<file path="src/rtl/roi_pkg.sv">
package roi_pkg;
    localparam int unsigned PIX_W   = 8;
    localparam int unsigned COORD_W = 12;
    localparam int unsigned ADDR_W  = 12;
    localparam int unsigned HOST_W  = 16;
    localparam int unsigned SEL_W   = 3;

    typedef enum logic [SEL_W-1:0] {
        SEL_XS   = 3'd0,
        SEL_YS   = 3'd1,
        SEL_WID  = 3'd2,
        SEL_HGT  = 3'd3,
        SEL_BASE = 3'd4,
        SEL_CTRL = 3'd5
    } reg_sel_e;

    typedef enum logic [1:0] {
        ST_IDLE = 2'd0,
        ST_WAIT = 2'd1,
        ST_RUN  = 2'd2
    } xfer_state_e;

    typedef struct packed {
        logic [COORD_W-1:0] xs;
        logic [COORD_W-1:0] ys;
        logic [COORD_W-1:0] wid;
        logic [COORD_W-1:0] hgt;
        logic [ADDR_W-1:0]  base;
        logic               tx;
    } roi_cfg_t;

    function automatic logic in_span(input logic [COORD_W-1:0] pos,
                                     input logic [COORD_W-1:0] start,
                                     input logic [COORD_W-1:0] len);
        logic [COORD_W-1:0] off;
        off = pos - start;
        return (pos >= start) && (off < len);
    endfunction
endpackage

</file>
<file path="src/rtl/roi_raster.sv">
module roi_raster
    import roi_pkg::*;
(
    input  logic               clk,
    input  logic               rst,
    input  logic               fv,
    input  logic               lv,
    output logic [COORD_W-1:0] col,
    output logic [COORD_W-1:0] row,
    output logic               pix,
    output logic               sof,
    output logic               eof
);
    logic fv_q, lv_q;
    logic [COORD_W-1:0] col_q, row_q;

    always_ff @(posedge clk) begin
        if (rst) begin
            fv_q  <= 1'b0;
            lv_q  <= 1'b0;
            col_q <= '0;
            row_q <= '0;
        end else begin
            fv_q  <= fv;
            lv_q  <= lv & fv;
            col_q <= (lv && fv) ? col_q + 1'b1 : '0;
            if (!fv)
                row_q <= '0;
            else if (lv_q && !lv)
                row_q <= row_q + 1'b1;
        end
    end

    assign col = col_q;
    assign row = row_q;
    assign pix = fv & lv;
    assign sof = fv & ~fv_q;
    assign eof = fv_q & ~fv;
endmodule

</file>
<file path="src/rtl/roi_ctrl.sv">
module roi_ctrl
    import roi_pkg::*;
(
    input  logic              clk,
    input  logic              rst,
    input  logic              host_we,
    input  logic [SEL_W-1:0]  host_sel,
    input  logic [HOST_W-1:0] host_wdata,
    input  logic              sof,
    input  logic              eof,
    output roi_cfg_t          cfg,
    output logic              running,
    output logic              in_frame,
    output logic              armed,
    output logic              done
);
    xfer_state_e state_q;
    roi_cfg_t    shadow_q, act_q;
    logic        done_q;
    logic        arm_req;
    logic        unused_hi;

    assign unused_hi = ^host_wdata[HOST_W-1:COORD_W];
    assign arm_req = host_we && (host_sel == SEL_CTRL) && host_wdata[0]
                     && (state_q == ST_IDLE);

    always_ff @(posedge clk) begin
        if (rst) begin
            state_q  <= ST_IDLE;
            shadow_q <= '0;
            act_q    <= '0;
            done_q   <= 1'b0;
        end else begin
            done_q <= 1'b0;
            if (host_we) begin
                case (host_sel)
                    SEL_XS:   shadow_q.xs   <= host_wdata[COORD_W-1:0];
                    SEL_YS:   shadow_q.ys   <= host_wdata[COORD_W-1:0];
                    SEL_WID:  shadow_q.wid  <= host_wdata[COORD_W-1:0];
                    SEL_HGT:  shadow_q.hgt  <= host_wdata[COORD_W-1:0];
                    SEL_BASE: shadow_q.base <= host_wdata[ADDR_W-1:0];
                    default:  ;
                endcase
            end
            case (state_q)
                ST_IDLE: if (arm_req) begin
                    state_q  <= ST_WAIT;
                    act_q    <= shadow_q;
                    act_q.tx <= host_wdata[1];
                end
                ST_WAIT: if (sof) state_q <= ST_RUN;
                ST_RUN:  if (eof) begin
                    state_q <= ST_IDLE;
                    done_q  <= 1'b1;
                end
                default: state_q <= ST_IDLE;
            endcase
        end
    end

    assign cfg      = act_q;
    assign running  = (state_q == ST_RUN);
    assign in_frame = running || ((state_q == ST_WAIT) && sof);
    assign armed    = (state_q != ST_IDLE);
    assign done     = done_q;

    // completion is a single-cycle pulse
    p_done_single_r6: assert property (@(posedge clk) disable iff (rst)
        done |=> !done);
    // the pulse coincides with the block being disarmed
    p_done_disarms_r6: assert property (@(posedge clk) disable iff (rst)
        done |-> !armed);
    // a transfer only starts off a frame-start strobe
    p_run_entry_r2: assert property (@(posedge clk) disable iff (rst)
        $rose(running) |-> $past(sof));
    // the working configuration is frozen while armed
    p_cfg_frozen_r7: assert property (@(posedge clk) disable iff (rst)
        armed |=> $stable(cfg));
endmodule

</file>
<file path="src/rtl/roi_xfer.sv">
module roi_xfer
    import roi_pkg::*;
(
    input  logic               clk,
    input  logic               rst,
    input  roi_cfg_t           cfg,
    input  logic               running,
    input  logic               in_frame,
    input  logic               pix,
    input  logic [COORD_W-1:0] col,
    input  logic [COORD_W-1:0] row,
    input  logic [PIX_W-1:0]   din,
    input  logic [PIX_W-1:0]   mem_rdata,
    output logic [ADDR_W-1:0]  mem_addr,
    output logic               mem_wr_en,
    output logic [PIX_W-1:0]   mem_wdata,
    output logic               mem_rd_en,
    output logic               tx_valid,
    output logic [PIX_W-1:0]   tx_data
);
    logic              hit;
    logic [ADDR_W-1:0] addr_q, cur_addr;
    logic              txv_q;

    assign hit = in_frame && pix && in_span(col, cfg.xs, cfg.wid)
                 && in_span(row, cfg.ys, cfg.hgt);
    assign cur_addr = running ? addr_q : cfg.base;

    always_ff @(posedge clk) begin
        if (rst) begin
            addr_q <= '0;
            txv_q  <= 1'b0;
        end else begin
            addr_q <= hit ? cur_addr + 1'b1 : cur_addr;
            txv_q  <= hit && cfg.tx;
        end
    end

    assign mem_addr  = cur_addr;
    assign mem_wr_en = hit && !cfg.tx;
    assign mem_rd_en = hit && cfg.tx;
    assign mem_wdata = din;
    assign tx_valid  = txv_q;
    assign tx_data   = mem_rdata;

    // no memory access outside an active frame
    p_no_stray_access_r3: assert property (@(posedge clk) disable iff (rst)
        (mem_wr_en || mem_rd_en) |-> in_frame);
    // one direction at a time
    p_dir_exclusive_r5: assert property (@(posedge clk) disable iff (rst)
        !(mem_wr_en && mem_rd_en));
    // each read yields a valid strobe one cycle later
    p_valid_after_read_r5: assert property (@(posedge clk) disable iff (rst)
        mem_rd_en |=> tx_valid);
    // consecutive addresses
    p_addr_step_r4: assert property (@(posedge clk) disable iff (rst)
        (mem_wr_en || mem_rd_en) |=> (mem_addr == $past(mem_addr) + 1'b1));
endmodule

</file>
<file path="src/rtl/roi_stream_port.sv">
module roi_stream_port
    import roi_pkg::*;
(
    input  logic              clk,
    input  logic              rst,
    input  logic              host_we,
    input  logic [SEL_W-1:0]  host_sel,
    input  logic [HOST_W-1:0] host_wdata,
    input  logic              vid_fv,
    input  logic              vid_lv,
    input  logic [PIX_W-1:0]  vid_din,
    output logic [ADDR_W-1:0] mem_addr,
    output logic              mem_wr_en,
    output logic [PIX_W-1:0]  mem_wdata,
    output logic              mem_rd_en,
    input  logic [PIX_W-1:0]  mem_rdata,
    output logic              tx_valid,
    output logic [PIX_W-1:0]  tx_data,
    output logic              frame_done,
    output logic              xfer_armed
);
    logic [COORD_W-1:0] col, row;
    logic               pix, sof, eof;
    roi_cfg_t           cfg;
    logic               running, in_frame;

    roi_raster u_raster (
        .clk(clk), .rst(rst), .fv(vid_fv), .lv(vid_lv),
        .col(col), .row(row), .pix(pix), .sof(sof), .eof(eof)
    );

    roi_ctrl u_ctrl (
        .clk(clk), .rst(rst), .host_we(host_we), .host_sel(host_sel),
        .host_wdata(host_wdata), .sof(sof), .eof(eof), .cfg(cfg),
        .running(running), .in_frame(in_frame), .armed(xfer_armed),
        .done(frame_done)
    );

    roi_xfer u_xfer (
        .clk(clk), .rst(rst), .cfg(cfg), .running(running),
        .in_frame(in_frame), .pix(pix), .col(col), .row(row),
        .din(vid_din), .mem_rdata(mem_rdata), .mem_addr(mem_addr),
        .mem_wr_en(mem_wr_en), .mem_wdata(mem_wdata), .mem_rd_en(mem_rd_en),
        .tx_valid(tx_valid), .tx_data(tx_data)
    );
endmodule

</file>
<file path="config.mk">
export PLATFORM = sky130hd
export DESIGN_NAME = roi_stream_port
export DESIGN_NICKNAME = d
export VERILOG_FILES = /design/src/rtl/roi_pkg.sv /design/src/rtl/roi_raster.sv /design/src/rtl/roi_ctrl.sv /design/src/rtl/roi_xfer.sv /design/src/rtl/roi_stream_port.sv
export SDC_FILE = /design/constraint.sdc
export NUM_CORES = 1
export LEC_CHECK = 0
export BUFFER_PORTS_ARGS = -buffer_cell sky130_fd_sc_hd__buf_2
export CAP_MARGIN = 20
export CORE_MARGIN = 3
export CORE_UTILIZATION = 41
export CTS_CLUSTER_DIAMETER = 50
export DETAILED_ROUTE_END_ITERATION = 16
export GPL_TIMING_DRIVEN = 0
export MAX_ROUTING_LAYER = met4
export SYNTH_ARGS = -nofsm -noshare
export SYNTH_HDL_FRONTEND = slang
export SYNTH_SLANG_ARGS = --single-unit
export TNS_END_PERCENT = 50
</file>
<file path="constraint.sdc">
create_clock -name clk -period 6.08 [get_ports clk]
set_input_delay 0.912 -clock clk [delete_from_list [all_inputs] [get_ports clk]]
set_output_delay 0.912 -clock clk [all_outputs]
set_load 0.01 [all_outputs]
</file>
Yosys cells after proc, flatten, opt, wreduce, memory -nomap -nowiden. Cells that the tools add are included.

Bits in registers: 163. Latch bits: 0. RAM bits: 0. Memory bits (read-only): 0. Bits of input ports: 40. Output and inout port bits: 33. Logic and storage cells: 81. Memories kept: 0.

Add/subtract/negate cells: 5. Multiply operators: 0. Divide/modulo/power cells: 0. Magnitude comparators: 4. Equality and inequality tests: 10. Shift operators: 0. Muxes and demuxes: 7. Bitwise operators: 7. Reduce and logical (&&, ||, !) cells: 29.

Operators by type and width (count): $add 12x1->12 const B (3); $ge 12x12->1 (2); $lt 12x12->1 (2); $mux 12 (2); $sub 12x12->12 (2); $logic_and 1x1->1 (13); $reduce_and 2->1 (6); $eq 3x2->1 const B (2); $eq 3x3->1 const B (2); $mux 2 (3); $pmux 2 s3 (1); $reduce_or 2->1 (3); $ne 2x1->1 const B (2); $not 1->1 (4); $and 1x1->1 (3); $eq 3x1->1 const B (1); $logic_not 3->1 (1); $reduce_and 3->1 (1); $eq 2x1->1 const B (1); $eq 2x2->1 const B (1); $logic_not 1->1 (2); $logic_not 2->1 (1); $ne 2x2->1 const B (1); $reduce_bool 2->1 (1); 2 further kinds (2).

Logic depth before layout (Yosys ltp). Gate-level depths: netlist of the first run.

Depth after elaboration: 8. Gate-level depth with buffers: 20. Mapped depth without buffers: 19.

Modules after synthesis. From an unflattened synthesis of the first run, not the netlist that was laid out.

Cell total of the unflattened synthesis: 1015. Area total of the unflattened synthesis: 8789.7 um^2.

By module, submodules not included: roi_ctrl (times used 1, cells each 549, area each 5044.8 um^2); roi_xfer (times used 1, cells each 346, area each 2656.3 um^2); roi_raster (times used 1, cells each 120, area each 1088.5 um^2).

Least setup slack after synthesis of the first run. Ideal clock, no wire load.

Path kind: register -> output. Start: register u_raster.row_q[0] (netlist: u_raster.row[0]). End: output port mem_rd_en. Data arrival time: 3.908 ns. Required time: 5.168 ns. Slack: 1.260 ns. Cell stages (with the launch flop): 20. Path buffers: 0. Path through: dfxtp_1 > inv_1 > ha_1 > inv_1 > fa_1 > a21o_1 > a21oi_1 > o21bai_1 > a21o_1 > a311oi_1 > mux2i_1 > nand3_1 > ha_1 > and4_1 > nand2_1 > or4_1 > o2111a_1 > o211a_1 > nand2_1 > nor2_1.

Cells in the longest elaborated chain, start to end: 5.

Ends and longest elaborated chain: start: declaration (line roi_raster.sv:15) `logic [COORD_W-1:0] col_q, row_q;`; start signal: assignment (line roi_raster.sv:30) `row_q <= row_q + 1'b1;`; $sub 12x12->12 (line roi_pkg.sv:36) `off = pos - start;`; $lt 12x12->1 (line roi_pkg.sv:37) `return (pos >= start) && (off < len);`; $logic_and 1x1->1 (*) (line roi_pkg.sv:37); $logic_and 1x1->1 (*) (line roi_xfer.sv:26) `&& in_span(row, cfg.ys, cfg.hgt);`; $logic_and 1x1->1 (*) (line roi_xfer.sv:41) `assign mem_rd_en = hit && cfg.tx;`; end: declaration (line roi_stream_port.sv:15) `output logic mem_rd_en,`.

Every way passes the cells marked *; elsewhere a longest branch is shown, timed or not.

Worst setup path in the final report of the first run.
Start: register u_raster.row_q[0] (netlist: u_raster.row[0]). End: output port mem_wr_en.

Cells in the longest elaborated chain, start to end: 5.

Ends and longest elaborated chain: $sub 12x12->12 (line roi_pkg.sv:36); $lt 12x12->1 (line roi_pkg.sv:37); $logic_and 1x1->1 (*) (line roi_pkg.sv:37); $logic_and 1x1->1 (*) (line roi_xfer.sv:26); $logic_and 1x1->1 (*) (line roi_xfer.sv:40) `assign mem_wr_en = hit && !cfg.tx;`; end: declaration (line roi_stream_port.sv:13) `output logic mem_wr_en,`.

Marks and branches as above.

==> impl_metrics.csv, run 1 <==
group,metric,value,unit
sta,total_negative_slack,0,ns
floorplan,io_count,73,
detailed_routing,final_antenna_net_count,0,
clock_network,post_cts.resized_instances,0,
power_and_ir_drop,maximum_resistive_drop_on_vdd,0.192,mV
floorplan,rows,50,
status,outcome,"finished clean",
sta,setup_viol,0,
sta,tightestPinTransition,0.637,ns
floorplan,die_w,146,um
floorplan,core_area,0.0190,mm2
synthesis,prevailing_post_synth_register_cell,"sky130_fd_sc_hd__dfxtp_1",
clock_network,clkSinkCount,163,
floorplan,initial_core_utilization,42.3,%
power_and_ir_drop,pwr-share-clk,48.1,%
detailed_routing,detailroute.via_count,6969,
critical_path,timing.critical_path.arrival,4.74,ns
synthesis,syn-mean-instance-area,7.79,um2
clock_network,cts.repair_timing.setup_buffer_count,0,
final_layout,multiInputGateArea,0.00423,mm2
synthesis,synth.yosys.warnings,0,
critical_path,worst_setup_path_startpoint,"u_raster.row[0]",
critical_path,required,5.17,ns
synthesis,syn-instance-count,1030,
grt,antenna_found_initial,0,
critical_path,crit_path_start_kind,"flop",
sta,hold_violations,0,
synthesis,ys_seq_elements,163,
critical_path,critical_path_peak_fanout,8,
synthesis,synth-seq-area-share,40.7,%
final_layout,combined_flip_flop_and_latch_cell_area,0.00326,mm2
clock_network,clkTransAtPathRegs,0.07,ns
detailed_routing,wl,21000,um
clock_network,ctsRootBufferMaster,"sky130_fd_sc_hd__clkbuf_16",
final_layout,area_growth,14.7,%
place,buffer_ports.inserted,50,
power_and_ir_drop,p_int,1730,uW
power_and_ir_drop,power.switching,559,uW
power_and_ir_drop,power.switching_fraction,24.4,%
sta,rsz0062_at_grt,"false",
critical_path,worst-path-buf-inv,3,
synthesis,netlist-cell-type-count,58,
critical_path,critPathCaptureType,"primary output",
hold_path,worst_hold_path_type,"reg2reg",
detailed_routing,drtPass1Iterations,5,
place,place_hpwl,15700,um
synthesis,synth_fp_nets,1121,
synthesis,synth_most_common_cell,"sky130_fd_sc_hd__nand2_1",
critical_path,r2r_start,"u_raster.row[0]",
clock_network,cts-htree-levels,4,
detailed_routing,remaining_drc_errors,0,
synthesis,synthDominantAreaCellType,"sky130_fd_sc_hd__dfxtp_1",
power_and_ir_drop,power_leakage,0.00343,uW
critical_path,worst_path_dominant_cell_family,"compound AO/OA/AOI/OAI gates",
detailed_routing,drt-wirelength-per-cell,15.3,um
final_layout,nNetsFinal,1190,
sta,holdWs,0.454,ns
clock_network,cts-hold-fix-buffers,0,
sta,final_period_minus_worst_setup_slack,5.66,ns
grt,wire_length_of_the_first_global_routing_pass,33300,um
critical_path,cp_slowest_stage_delay,0.52,ns
critical_path,cpMaxStageDelayCell,"sky130_fd_sc_hd__or4_1",
hold_path,min_from,"u_ctrl.cfg[26]",
power_and_ir_drop,pwr_density_cell,249,mW/mm2
clock_network,tritoncts,"done",
synthesis,post_synth_most_frequent_cells,"276 x sky130_fd_sc_hd__nand2_1, 163 x sky130_fd_sc_hd__dfxtp_1, 148 x sky130_fd_sc_hd__a21oi_1",
job,cap_viol_max_count,0,
synthesis,synth.cell_area,0.00803,mm2
power_and_ir_drop,power.share.combinational,4.6,%
synthesis,number_of_synthesized_flops_with_an_enable_pin,0,
power_and_ir_drop,p_seq_share,47.3,%
sta,post-route-worst-setup-slack,0.423,ns
synthesis,synth_top_cells_by_area,"sky130_fd_sc_hd__dfxtp_1 41%, sky130_fd_sc_hd__nand2_1 13%, sky130_fd_sc_hd__a21oi_1 9.2%",
detailed_routing,drt-vias-per-instance,5.08,
detailed_routing,detail_route.iter0.violations,374,
place,dpl_worst_slack,0.613,ns
synthesis,synth_async_sr_flop_share,0,%
grt,grt_max_degree,17,
grt,grt.overflow.total,0,
critical_path,cp_cell_sequence,"inv_1 > ha_1 > inv_1 > fa_1 > a21o_1 > a21oi_2 > o21bai_1 > a21o_1 > a311oi_2 > mux2i_1 > nand3_1 > ha_1 > and4_1 > nand2_1 > or4_1 > o2111a_1 > o211a_2 > nand2_1 > nor2_1 > buf_2",
final_layout,antenna-diode-count,0,
critical_path,timing.setup.critical_path_class,"reg2out",
sta,clock-skew-final,0.0161,ns
final_layout,final_core_utilization,48.6,%
final_layout,fillers,1935,
sta,maxSlewViolCount,0,
floorplan,floorplan.die.height,146,um
clock_network,cts_max_path_buffers,2,
floorplan,fp.dieArea,0.0213,mm2
clock_network,cts_made_buffers,17,
synthesis,synth_top_area_share,40.7,%
place,gp_routability_congestion,0.826,
grt,first_global_vias,6370,
sta,timing.final.crit_share,93.0,%
sta,maxSlewHeadroom,57.5,%
final_layout,drive_gt1_share,11.5,%
grt,grtUsageTotal,20.2,%
clock_network,clock_latency,0.43,ns
sta,fmaxAchievable,177,MHz
## state kept, by name, summed over array words and instances (netlist names)
name             cells
u_raster.row        12
u_ctrl.done          1
u_raster.col        12
u_raster.lv_q        1
u_xfer.tx_valid      1
u_ctrl.state_q       2
u_ctrl.cfg          61
u_xfer.addr_q       12
u_ctrl.shadow_q     60
u_raster.fv_q        1
## path summary, 6_finish.rpt
kind | endpoint | cells past startpoint | slack, ns
worst max-delay path | mem_wr_en | 20 | 0.42
worst min-delay path | u_ctrl.cfg[26] | 2 | 0.45
worst max register to register | u_xfer.addr_q[11] | 19 | 1.28
worst min register to register | u_ctrl.cfg[26] | 2 | 0.45
## cells by family (layout without fill, tap and decap cells)
logic type	after synthesis	after routing	share of synthesized area (%)
XOR/XNOR	35	35	3.82
AO/OA/AOI/OAI	199	199	14.2
AND/OR/NAND/NOR	437	437	23.8
flip-flops	163	163	40.7
adder cells (fa/ha/maj)	51	51	8.14
buffers and inverters	126	208	6.78
multiplexers	19	19	2.63
## power by group through the flow
stage	sequential (uW)	clock, uW	combinational [uW]
global route	1080	1170	116
CTS	1080	1120	106
finish	1080	1100	105
floorplan	1110	0	61.1
global placement	1110	0	105
detailed placement	1110	0	106
## per-stage QoR
stage          instance area, um2  total power, uW  std cells
4_1_cts                      9200             2310       1372
6_report                     9210             2290       1372
3_3_place_gp                 8600             1210       1340
2_1_floorplan                8030             1170       1030
3_5_place_dp                 8600             1210       1340
5_1_grt                      9210             2370       1372
## worst register-to-register path: stages (launching register included)
cell                        delay, ns
sky130_fd_sc_hd__dfxtp_1         0.34
sky130_fd_sc_hd__inv_1           0.08
sky130_fd_sc_hd__ha_1            0.14
sky130_fd_sc_hd__inv_1           0.06
sky130_fd_sc_hd__fa_1            0.40
sky130_fd_sc_hd__a21o_1          0.19
sky130_fd_sc_hd__a21oi_2         0.20
sky130_fd_sc_hd__o21bai_1        0.09
sky130_fd_sc_hd__a21o_1          0.21
sky130_fd_sc_hd__a311oi_2        0.40
sky130_fd_sc_hd__mux2i_1         0.23
sky130_fd_sc_hd__nand3_1         0.11
sky130_fd_sc_hd__ha_1            0.30
sky130_fd_sc_hd__and4_1          0.23
sky130_fd_sc_hd__a2111oi_2       0.38
sky130_fd_sc_hd__o2111a_1        0.28
sky130_fd_sc_hd__o211ai_2        0.18
sky130_fd_sc_hd__buf_2           0.26
sky130_fd_sc_hd__nor4_2          0.27
sky130_fd_sc_hd__mux2_2          0.36
## layout make-up
class / instances / area share, %
multi-input cells: 741 / 45.9
flip-flops and latches: 163 / 35.4
clock buffers: 18 / 4.66
well taps: 260 / 3.53
plain buffers: 64 / 3.38
repair buffers: 50 / 2.72
inverters: 62 / 2.53
clock inverters: 14 / 1.81
## cell usage in the layout, fill, tap and decap left out, types with 10 or more instances in the layout
cell type and instances:
sky130_fd_sc_hd__a21oi_1 147, sky130_fd_sc_hd__buf_2 53, sky130_fd_sc_hd__buf_4 16, sky130_fd_sc_hd__clkbuf_1 40, sky130_fd_sc_hd__clkbuf_16 17, sky130_fd_sc_hd__dfxtp_1 163
sky130_fd_sc_hd__ha_1 49, sky130_fd_sc_hd__inv_1 62, sky130_fd_sc_hd__mux2_2 12, sky130_fd_sc_hd__nand2_1 276, sky130_fd_sc_hd__nand3_1 22, sky130_fd_sc_hd__nand4_1 10
sky130_fd_sc_hd__nor2_1 53, sky130_fd_sc_hd__nor3_1 14, sky130_fd_sc_hd__o21ai_0 10, sky130_fd_sc_hd__xnor2_1 10, sky130_fd_sc_hd__xor2_1 25
## per-layer routing
metal	vias to the layer above	share of wire, %	GRT usage [%]
li1	3582	-	-
met1	3239	49	27.2
met2	128	46	31.4
met3	20	4.4	4.05
met4	0	1.4	4.84
met5	-	0	-
Note: power is estimated with default switching activity, not from simulation.
==> run 2, diff against run 1 <==
--- a/config.mk
+++ b/config.mk
@@ -5,6 +5,7 @@
 export SDC_FILE = /design/constraint.sdc
 export NUM_CORES = 1
 export LEC_CHECK = 0
+export ABC_AREA = 1
 export BUFFER_PORTS_ARGS = -buffer_cell sky130_fd_sc_hd__buf_2
 export CAP_MARGIN = 20
 export CORE_MARGIN = 3
@@ -13,6 +14,7 @@
 export DETAILED_ROUTE_END_ITERATION = 16
 export GPL_TIMING_DRIVEN = 0
 export MAX_ROUTING_LAYER = met4
+export PLACE_DENSITY = 0.59
 export SYNTH_ARGS = -nofsm -noshare
 export SYNTH_HDL_FRONTEND = slang
 export SYNTH_SLANG_ARGS = --single-unit
==> impl_metrics.csv, run 2 <==
group,metric,value,unit
hold_path,whs_endpoint,"u_ctrl.shadow_q[23]",
critical_path,timing.critical_path.arrival,3.91,ns
clock_network,cts.repair_timing.setup_buffer_count,0,
job,cap_viol_max_count,0,
power_and_ir_drop,pwr_density_cell,262,mW/mm2
clock_network,clock_latency,0.44,ns
synthesis,syn-mean-instance-area,7.35,um2
synthesis,synth_top_family_by_area,"simple AND/OR/NAND/NOR gates",
floorplan,initial_core_utilization,42.6,%
critical_path,r2r_start,"u_ctrl.cfg[49]",
synthesis,synth.cell_area,0.00813,mm2
floorplan,rows,50,
clock_network,cts_max_path_buffers,2,
detailed_routing,detailroute.via_count,7122,
detailed_routing,detail_route.iter0.violations,375,
clock_network,cts-hold-fix-buffers,0,
detailed_routing,remaining_drc_errors,0,
final_layout,nNetsFinal,1267,
sta,maxSlewViolCount,0,
place,placedCellCount,1417,
sta,timing.final.crit_share,79.4,%
final_layout,postLayoutCellArea,0.00929,mm2
critical_path,worstRegToRegCells,19,
floorplan,die_w,147,um
sta,clock-skew-final,0.0106,ns
clock_network,cts-htree-levels,4,
final_layout,antenna-diode-count,0,
synthesis,synth.mux.area_fraction,0,%
detailed_routing,drt-wirelength-per-cell,14.4,um
final_layout,most-common-layout-cells,"175 x sky130_fd_sc_hd__nor2_1, 163 x sky130_fd_sc_hd__dfxtp_1, 150 x sky130_fd_sc_hd__o21ai_0",
floorplan,io_count,73,
power_and_ir_drop,p_seq_share,45.4,%
grt,grt_max_degree,19,
grt,grtUsageTotal,20.5,%
power_and_ir_drop,p_int,1740,uW
clock_network,cts_made_buffers,17,
sta,tightestPinTransition,0.885,ns
critical_path,required,5.17,ns
synthesis,prevailing_post_synth_register_cell,"sky130_fd_sc_hd__dfxtp_1",
final_layout,largest_reg_flops,61,
power_and_ir_drop,power.switching_fraction,28.6,%
final_layout,drive_gt1_share,12.2,%
synthesis,area_share_of_xor_xnor_cells_in_the_synthesized_design,2.79,%
sta,final_period_minus_worst_setup_slack,4.83,ns
floorplan,floorplan.die.height,147,um
synthesis,number_of_synthesized_flops_with_an_enable_pin,0,
synthesis,synth_async_sr_flop_share,0,%
synthesis,ys_seq_elements,163,
critical_path,critPathCaptureType,"primary output",
synthesis,syn-instance-count,1106,
critical_path,critical_path_peak_fanout,5,
clock_network,post_cts.resized_instances,0,
detailed_routing,drt-vias-per-instance,4.92,
sta,holdWs,0.445,ns
power_and_ir_drop,power.share.combinational,11.0,%
synthesis,synthDominantAreaCellType,"sky130_fd_sc_hd__dfxtp_1",
sta,maxSlewHeadroom,40.8,%
hold_path,worst_hold_path_type,"reg2reg",
floorplan,core_area,0.0191,mm2
hold_path,min_from,"u_ctrl.shadow_q[23]",
synthesis,synth_top_area_share,40.2,%
status,outcome,"finished clean",
clock_network,ctsRootBufferMaster,"sky130_fd_sc_hd__clkbuf_16",
floorplan,fp.dieArea,0.0215,mm2
synthesis,synth-simple-area-share,21.5,%
critical_path,reg2reg_slack,2.42,ns
synthesis,synth_top_cells_by_area,"sky130_fd_sc_hd__dfxtp_1 40%, sky130_fd_sc_hd__o21ai_0 9.2%, sky130_fd_sc_hd__nor2_1 8.1%",
grt,first_global_vias,6625,
power_and_ir_drop,power_leakage,0.00403,uW
critical_path,crit_path_start_kind,"flop",
hold_path,min_path_cells,2,
clock_network,tritoncts,"done",
final_layout,area_growth,14.4,%
synthesis,post_synth_fa_ha_maj_area_fraction,8.04,%
final_layout,final_cells,1449,
clock_network,clkTransAtPathRegs,0.07,ns
synthesis,synth_compound_gate_area_share,17.5,%
place,detailed_place.area,0.00871,mm2
sta,fmaxAchievable,207,MHz
power_and_ir_drop,power.switching,694,uW
synthesis,synth_most_common_cell,"sky130_fd_sc_hd__nor2_1",
place,gp_routability_congestion,0.900,
place,place_hpwl,15800,um
power_and_ir_drop,maximum_resistive_drop_on_vdd,0.218,mV
detailed_routing,drtPass1Iterations,5,
synthesis,synth.yosys.warnings,0,
final_layout,mostFrequentLayoutCell,"sky130_fd_sc_hd__nor2_1",
detailed_routing,final_antenna_net_count,0,
synthesis,synth_fp_nets,1197,
sta,setup_viol,0,
grt,antenna_found_initial,0,
synthesis,synth-seq-area-share,40.2,%
sta,hold_violations,0,
sta,rsz0062_at_grt,"false",
detailed_routing,wl,20900,um
sta,total_negative_slack,0,ns
critical_path,reg2reg_capture_point,"u_xfer.addr_q[4]",
grt,wire_length_of_the_first_global_routing_pass,34300,um
place,buffer_ports.inserted,51,
power_and_ir_drop,pwr-share-clk,43.6,%
clock_network,clkSinkCount,163,
synthesis,post_synth_most_frequent_cells,"175 x sky130_fd_sc_hd__nor2_1, 163 x sky130_fd_sc_hd__dfxtp_1, 150 x sky130_fd_sc_hd__o21ai_0",
critical_path,timing.setup.critical_path_class,"reg2out",
grt,grt.overflow.total,0,
synthesis,netlist-cell-type-count,35,
[run 2: layout make-up]
class,instances,area (um2)
fill,1966,9790
multi-input combinational,752,4060
sequential,163,3260
inverter,132,495
clock buffer,17,425
tap,260,325
buffer,59,312
timing repair buffer,51,255
clock inverter,15,161
[run 2: power groups by stage]
stage                     Clock (uW)  Sequential [uW]  Combinational, uW
after global placement             0             1130                263
after detailed placement           0             1130                267
after global routing            1130             1110                309
after floorplan                    0             1120                186
final                           1060             1100                269
after CTS                       1080             1100                269
[run 2: cell families (layout without fill, tap and decap cells)]
family | after synthesis | after routing
AO/OA/AOI/OAI | 277 | 277
flip-flops | 163 | 163
adder cells (fa/ha/maj) | 51 | 51
XOR/XNOR | 25 | 25
AND/OR/NAND/NOR | 399 | 399
buffers and inverters | 191 | 274
[run 2: through the flow]
stage               util [%]  total power [uW]  worst slack, ns
floorplan                  -              1310             2.36
global placement        45.6              1390             1.71
detailed placement      45.6              1390             1.72
CTS                     48.7              2450             1.24
global route            48.7              2550            0.803
finish                  48.7              2430             1.25
[run 2: worst max-delay path by stage]
| stage | from | to | slack, ns |
|---|---|---|---|
| final | u_ctrl.cfg[49] | mem_wr_en | 1.25 |
| after global routing | u_ctrl.cfg[49] | mem_rd_en | 0.80 |
| after CTS | u_ctrl.cfg[49] | mem_wr_en | 1.24 |
| after detailed placement | u_ctrl.cfg[49] | mem_wr_en | 1.72 |
| after global placement | u_ctrl.cfg[49] | mem_wr_en | 1.71 |
| after floorplan | u_raster.row[0] | mem_rd_en | 2.36 |
[run 2: worst max-delay path: stages, from the launching register on]
cell,delay (ns)
sky130_fd_sc_hd__dfxtp_1,0.41
sky130_fd_sc_hd__ha_1,0.23
sky130_fd_sc_hd__inv_1,0.06
sky130_fd_sc_hd__fa_1,0.39
sky130_fd_sc_hd__nand3_1,0.14
sky130_fd_sc_hd__nand2_1,0.10
sky130_fd_sc_hd__a21oi_1,0.21
sky130_fd_sc_hd__o21ai_0,0.16
sky130_fd_sc_hd__a21oi_1,0.19
sky130_fd_sc_hd__xnor2_1,0.14
sky130_fd_sc_hd__ha_1,0.24
sky130_fd_sc_hd__nand2_1,0.08
sky130_fd_sc_hd__a21oi_1,0.04
sky130_fd_sc_hd__nor2_1,0.12
sky130_fd_sc_hd__nand2_1,0.08
sky130_fd_sc_hd__nor2_1,0.11
sky130_fd_sc_hd__nand3_1,0.17
sky130_fd_sc_hd__nor2_2,0.18
sky130_fd_sc_hd__inv_1,0.13
sky130_fd_sc_hd__nor2_1,0.13
sky130_fd_sc_hd__buf_2,0.15
[run 2: layer usage]
metal / up-vias / global-route usage [%] / routed length (um)
li1: 3716 / - / -
met1: 3220 / 28.8 / 10200
met2: 158 / 30.0 / 9160
met3: 28 / 3.61 / 1060
met4: 0 / 6.44 / 433
met5: - / - / 0
